<file path="config.mk">
export PLATFORM = sky130hd
export DESIGN_NAME = sync_seq
export DESIGN_NICKNAME = d
export VERILOG_FILES = /design/src/rtl/sync_seq_pkg.sv /design/src/rtl/sync_seq_detect.sv /design/src/rtl/sync_seq_timer.sv /design/src/rtl/sync_seq_settle.sv /design/src/rtl/sync_seq.sv
export SDC_FILE = /design/constraint.sdc
export NUM_CORES = 1
export LEC_CHECK = 0
export BUFFER_PORTS_ARGS = -buffer_cell sky130_fd_sc_hd__buf_4
export CORE_MARGIN = 2
export CORE_UTILIZATION = 39
export DETAILED_ROUTE_END_ITERATION = 12
export PLACE_DENSITY = 0.63
export SLEW_MARGIN = 20
export SYNTH_ARGS = -nofsm -noshare
export SYNTH_HDL_FRONTEND = slang
export SYNTH_HIERARCHICAL = 1
export SYNTH_SLANG_ARGS = --single-unit
</file>
<file path="constraint.sdc">
create_clock -name mclk -period 2.5 [get_ports mclk]
set_clock_uncertainty 0.15 [all_clocks]
set_input_delay 0.375 -clock mclk [delete_from_list [all_inputs] [get_ports mclk]]
set_output_delay 0.375 -clock mclk [all_outputs]
set_load 0.01 [all_outputs]
</file>
<file path="src/rtl/sync_seq_pkg.sv">
package sync_seq_pkg;

  typedef enum logic [1:0] {
    SQ_BOOT  = 2'd0,
    SQ_LOW   = 2'd1,
    SQ_FAULT = 2'd2,
    SQ_RUN   = 2'd3
  } sq_state_e;

endpackage

</file>
<file path="src/rtl/sync_seq_detect.sv">
module sync_seq_detect
  import sync_seq_pkg::*;
#(
  parameter int MIN_LOW = 4
) (
  input  logic mclk,
  input  logic rst_n,
  input  logic sync_n,
  output logic held,
  output logic hold_nxt,
  output logic err_pulse
);
  localparam int LW = $clog2(MIN_LOW + 1);
  localparam logic [LW-1:0] LMAX = LW'(MIN_LOW);

  sq_state_e st_q, st_d;
  logic [LW-1:0] low_q, low_d;
  logic err_d;

  always_comb begin
    st_d  = st_q;
    low_d = low_q;
    err_d = 1'b0;
    if (!sync_n) begin
      st_d  = SQ_LOW;
      if (st_q == SQ_LOW) begin
        low_d = (low_q == LMAX) ? low_q : low_q + 1'b1;
      end else begin
        low_d = LW'(1);
      end
    end else begin
      unique case (st_q)
        SQ_BOOT:  st_d = SQ_RUN;
        SQ_LOW: begin
          if (low_q >= LMAX) begin
            st_d = SQ_RUN;
          end else begin
            st_d  = SQ_FAULT;
            err_d = 1'b1;
          end
        end
        SQ_FAULT: st_d = SQ_FAULT;
        default:  st_d = SQ_RUN;
      endcase
    end
  end

  always_ff @(negedge mclk or negedge rst_n) begin
    if (!rst_n) begin
      st_q      <= SQ_BOOT;
      low_q     <= '0;
      err_pulse <= 1'b0;
    end else begin
      st_q      <= st_d;
      low_q     <= low_d;
      err_pulse <= err_d;
    end
  end

  assign held     = (st_q != SQ_RUN);
  assign hold_nxt = (st_d != SQ_RUN);

endmodule

</file>
<file path="src/rtl/sync_seq_timer.sv">
module sync_seq_timer #(
  parameter int BASE_DIV = 4,
  parameter int DEC_W    = 2,
  parameter int CNT_W    = 5
) (
  input  logic             mclk,
  input  logic             rst_n,
  input  logic             held,
  input  logic             hold_nxt,
  input  logic [DEC_W-1:0] dec_sel,
  output logic [CNT_W-1:0] seq_cnt,
  output logic [DEC_W-1:0] dec_q,
  output logic             frame_stb
);
  localparam logic [CNT_W:0] BASE = (CNT_W+1)'(BASE_DIV);

  logic [CNT_W:0]   period;
  logic [CNT_W-1:0] last_cnt;

  assign period    = BASE << dec_q;
  assign last_cnt  = CNT_W'(period - 1'b1);
  assign frame_stb = !held && (seq_cnt == last_cnt);

  always_ff @(negedge mclk or negedge rst_n) begin
    if (!rst_n) begin
      seq_cnt <= '0;
      dec_q   <= '0;
    end else if (held) begin
      seq_cnt <= '0;
      dec_q   <= dec_sel;
    end else if (hold_nxt || frame_stb) begin
      seq_cnt <= '0;
    end else begin
      seq_cnt <= seq_cnt + 1'b1;
    end
  end

endmodule

</file>
<file path="src/rtl/sync_seq_settle.sv">
module sync_seq_settle #(
  parameter int SET_W = 4
) (
  input  logic             mclk,
  input  logic             rst_n,
  input  logic             held,
  input  logic             hold_nxt,
  input  logic             frame_stb,
  input  logic [SET_W-1:0] settle_cfg,
  output logic             settled
);
  logic [SET_W-1:0] left_q;

  always_ff @(negedge mclk or negedge rst_n) begin
    if (!rst_n) begin
      left_q <= '0;
    end else if (held) begin
      left_q <= settle_cfg;
    end else if (!hold_nxt && frame_stb && (left_q != '0)) begin
      left_q <= left_q - 1'b1;
    end
  end

  assign settled = !held && (left_q == '0);

endmodule

</file>
<file path="src/rtl/sync_seq.sv">
module sync_seq #(
  parameter int BASE_DIV = 4,
  parameter int DEC_W    = 2,
  parameter int SET_W    = 4,
  parameter int MIN_LOW  = 4,
  parameter int CNT_W    = $clog2(BASE_DIV << ((1 << DEC_W) - 1))
) (
  input  logic             mclk,
  input  logic             rst_n,
  input  logic             sync_n,
  input  logic [DEC_W-1:0] dec_sel,
  input  logic [SET_W-1:0] settle_cfg,
  output logic             filt_rst,
  output logic [CNT_W-1:0] seq_cnt,
  output logic             frame_stb,
  output logic             settled,
  output logic [7:0]       status_byte,
  output logic             sync_err
);
  localparam int PAD_W = 7 - DEC_W;

  logic             held, hold_nxt;
  logic [DEC_W-1:0] dec_q;

  sync_seq_detect #(.MIN_LOW(MIN_LOW)) u_detect (
    .mclk(mclk), .rst_n(rst_n), .sync_n(sync_n),
    .held(held), .hold_nxt(hold_nxt), .err_pulse(sync_err)
  );

  sync_seq_timer #(.BASE_DIV(BASE_DIV), .DEC_W(DEC_W), .CNT_W(CNT_W)) u_timer (
    .mclk(mclk), .rst_n(rst_n), .held(held), .hold_nxt(hold_nxt),
    .dec_sel(dec_sel), .seq_cnt(seq_cnt), .dec_q(dec_q), .frame_stb(frame_stb)
  );

  sync_seq_settle #(.SET_W(SET_W)) u_settle (
    .mclk(mclk), .rst_n(rst_n), .held(held), .hold_nxt(hold_nxt),
    .frame_stb(frame_stb), .settle_cfg(settle_cfg), .settled(settled)
  );

  assign filt_rst    = held;
  assign status_byte = {settled, {PAD_W{1'b0}}, dec_q};

endmodule

</file>
### Yosys cells after proc, flatten, opt, wreduce, memory -nomap -nowiden

Cells that the tools add are included.

| storage, ports and cells | value |
|---|---|
| register bits after elaboration | 17 |
| bits in latches | 0 |
| RAM bits | 0 |
| memory bits (read-only) | 0 |
| input bits | 9 |
| output and inout port bits | 17 |
| logic and storage cells | 43 |
| memories kept | 0 |

| cells by class | value |
|---|---|
| add/sub/neg operators | 4 |
| multipliers | 0 |
| div/mod/pow operators | 0 |
| $lt $le $gt $ge | 1 |
| equal/unequal tests | 7 |
| shift-type cells | 1 |
| multiplexer cells | 12 |
| bitwise gates (word level) | 1 |
| reduce and logical (&&, ||, !) cells | 11 |

Operator list:

| operator | number |
|---|---|
| 2-to-1 mux 5 bit | 2 |
| 2-to-1 mux 4 bit | 2 |
| 2-to-1 mux 3 bit | 2 |
| inequality test 2 bit, second input constant | 3 |
| adder 5 x 1 -> 5 bit, second input constant | 1 |
| equality test 5 bit | 1 |
| << shifter 3 x 2 -> 5 bit, first input constant | 1 |
| subtractor 5 x 1 -> 5 bit, second input constant | 1 |
| logical AND 1 bit | 4 |
| zero test 4 bit | 1 |
| 2-to-1 mux 1 bit | 4 |
| one-hot mux 2 bit (2 select lines) | 1 |
| nonzero test 4 bit | 1 |
| subtractor 4 x 1 -> 4 bit, second input constant | 1 |
| adder 3 x 1 -> 3 bit, second input constant | 1 |
| equality test 3 bit, second input constant | 1 |
| greater-or-equal comparator 3 bit, second input constant | 1 |
| equality test 2 x 1 -> 1 bit, second input constant | 1 |
| equality test 2 bit, second input constant | 1 |
| zero test 1 bit | 2 |
| 2-to-1 mux 2 bit | 1 |
| AND reduction 2 bit | 1 |
| nonzero test 2 bit | 1 |
| logical OR 1 bit | 1 |
| NOT 1 bit | 1 |

### Longest topological paths before layout

| logic depth | value |
|---|---|
| depth in word-level cells | 10 |
| gate-level depth with buffers | 8 |

### By module

The synthesis kept the hierarchy.

By module, submodules not included:

| module | instances | cells an instance | area an instance (um^2) | seq. area each (um^2) |
|---|---|---|---|---|
| sync_seq_timer | 1 | 33 | 374.1 | 175.2 |
| sync_seq_detect | 1 | 30 | 322.8 | 150.1 |
| sync_seq_settle | 1 | 34 | 284.0 | 100.1 |
| sync_seq | 1 | 7 | 48.8 | 0.0 |

==> impl_metrics.ini <==
[die]
die_height_um = 55.39
die_area_mm2 = 0.003068
io_pins = 26
fp.dieW_um = 55.39
core_region_area_mm2 = 0.002500
rows = 18
start_util_pct = 41.19

[power]
p_leak_nw = 0.7568
peakVddDrop_v = 0.0003901
power_density_mw_per_mm2 = 475.9

[cts]
clock_path_buffers = 2
cts-root-buf = clkbuf_4
cts_tree = built
clock_sinks = 17
ctsHoldBuffers = 0
cts_max_level = 1
cts_buffers = 3
clkTransAtPathRegs_ns = 0.07
clock_latency_ns = 0.29

[critical_path]
critPathArrivalTime_ns = 2.80
cpPeakStageDelay_ns = 0.39
start_kind = flop
critical-path-top-delay-family = flip-flops
cp_max_fo = 4
slowest_stage = dfrtn_1
critPathBufInv = 2
cp_common_cell = buf_4
crit_chain = buf_4, xor2_1, a311oi_2, and2_1, buf_4
r2r-start = u_timer/dec_q[1]
critical_path.endpoint_type = primary output
path_class = flop to primary output
r2r_slack_ns = 0.36
crit_required_ns = 1.98
crit_path_start = u_timer/dec_q[1]

[synth]
synth-simple-area-share_pct = 17.38
syn_area_mm2 = 0.001030
synth_compound_area_share_pct = 18.59
synth.area.mux_share_pct = 3.159
synth_top_family_by_area = compound AO/OA/AOI/OAI gates
ys_seq_area_share_pct = 41.31
synthXorXnorAreaFrac_pct = 4.253
yosysUniqueCellTypes = 42
synth_fa_ha_area_share_pct = 6.075
ys_seq_elements = 17
ys.warnings.count = 6
syn_avg_cell_area_um2 = 9.901
synthCells = 104

[status]
status = finished with violations
violations = negative setup slack

[drt]
drt-total-wl_um = 2313
avgRoutedWirePerCell_um = 12.37
first_pass_iters = 4
vias = 919
vias_per_cell = 4.914
drt_iter0_markers = 9
antenna_left = 0
drc_errors = 0

[placed_design]
dp_hpwl_um = 1695
gp_congestion = 0.7844
post-place-ws_ns = -0.5083
portBuffers = 20
placed_area_mm2 = 0.001368

[sta]
hold_violations = 0
maxSlewViolCount = 0
finalSetupViolCount = 15
finalSetupTns_ns = -4.756
rsz0062_at_grt = true
setup_ws_ns = -0.8296

[final_layout]
drive_gt1_share_pct = 47.13
fillCellCount = 205
area_growth_syn_to_layout_pct = 49.82
fin_nets = 172
layout_commonest_cell = buf_4
antennaDiodeCount = 0
fin_area_mm2 = 0.001543
final_core_util_pct = 61.71
mostFrequentLayoutCells = 39 x buf_4, 17 x dfrtn_1, 15 x buf_6, 7 x inv_1, 6 x nand2_1

[global_routing]
grt_pass1_wl_um = 4022
first_global_vias = 909
grt_max_degree = 18
antenna_found_initial = 0
grt_overflow_total = 0
grtUsageTotal_pct = 16.54

[min_path]
hp-start = u_detect/low_q[1]
hold_class = flop to flop

[flow_run]
cap_violations = 0
-- per-stage QoR --
| stage | total power, mW | std cells | hold WS (ns) |
|---|---|---|---|
| after floorplan | 0.4606 | 108 | 0.3124 |
| after global placement | 0.5459 | 173 | 0.3475 |
| after detailed placement | 0.5566 | 173 | 0.3600 |
| after CTS | 0.7447 | 185 | 0.3659 |
| after global routing | 0.7896 | 187 | 0.4161 |
| final | 0.7342 | 187 | 0.3617 |
-- synthesized netlist by cell type (all sizes together) --
master   number  area share (%)
inv           9             3.3
a21bo         1            0.97
nand2b        4             3.2
mux2i         1            0.97
nor2          4             1.5
nand2         8             3.2
clkbuf        2            0.73
nor4b         1             1.5
and3          1            0.61
nor3          1            0.49
nand3         3             1.5
o22a          1            0.85
nor2b         4             2.4
nor3b         1            0.73
a311oi        1             1.5
a21oi         6             3.3
dfrtn        17              41
a211o         1            0.85
buf           7             4.9
xnor2         2             1.7
xor2          3             2.6
o2111ai       1            0.85
or3b          1             1.1
o211ai        1            0.73
and2          1            0.61
mux2          2             2.2
or3           1            0.73
a2111oi       3             2.9
a31o          1            0.85
o21ai         4             2.3
a21boi        1            0.73
o21bai        1            0.73
o31a          1            0.85
a31oi         2             1.2
conb          1            0.36
ha            5             6.1
-- worst register-to-register path, delay by kind of cell, from the launching register on --
kind	cells	cell delay, ns
compound gates	3	0.67
xor+xnor	1	0.16
buf+inv	1	0.15
flops	1	0.39
simple gates	2	0.48
-- power by group --
part | internal [mW] | switching [mW]
Clock | 0.0596 | 0.0920
Combinational | 0.138 | 0.110
Sequential | 0.308 | 0.0263
Total | 0.506 | 0.229
-- cell type report --
| cell class | count | area, um^2 | area share, % |
|---|---|---|---|
| Multi-Input combinational cell | 73 | 556.8 | 36.09 |
| Timing Repair Buffer | 54 | 461.7 | 29.93 |
| Sequential cell | 17 | 425.4 | 27.58 |
| Tap cell | 30 | 37.54 | 2.433 |
| Inverter | 9 | 33.78 | 2.190 |
| Clock buffer | 3 | 22.52 | 1.460 |
| Clock inverter | 1 | 5.005 | 0.3244 |
-- sequential cells by signal, indices dropped and copies added, names as in the netlist --
| signal | count |
|---|---|
| u_detect/low_q | 3 |
| u_settle/left_q | 4 |
| u_detect/st_q | 2 |
| u_timer/seq_cnt | 5 |
| u_detect/err_pulse | 1 |
| u_timer/dec_q | 2 |
-- kinds of logic (layout without fill, tap and decap cells) --
group / after synthesis / count (layout)
AND/OR/NAND/NOR: 30 / 30
AO/OA/AOI/OAI: 25 / 25
buffers and inverters: 18 / 67
flip-flops: 17 / 17
adder cells (fa/ha/maj): 5 / 5
XOR/XNOR: 5 / 5
multiplexers: 3 / 3
other: 1 / 5
-- timing repair --
item / CTS / global route
buffers inserted: 8 / 4
endpoints found under the setup margin: 15 / 16
pin swaps: 3 / 1
gates resized for setup: 19 / 5
-- worst paths after layout --
check / cells after the start / end
setup / recovery: 5 / frame_stb
hold / removal: 2 / u_detect/low_q[1]
setup reg to reg: 7 / u_settle/left_q[0]
hold reg to reg: 2 / u_detect/low_q[1]
max in group asynchronous: 1 / u_settle/left_q[2]
min in group asynchronous: 1 / u_timer/dec_q[0]
-- metal layers --
| metal | track usage, % | share of wire (%) |
|---|---|---|
| met2 | 28.91 | 54 |
| met1 | 19.41 | 42 |
| met3 | 5.621 | 3.6 |
| met4 | 3.833 | 0.56 |
| met5 | 0 | 0 |
No activity file was read; power rests on OpenSTA's default activity.
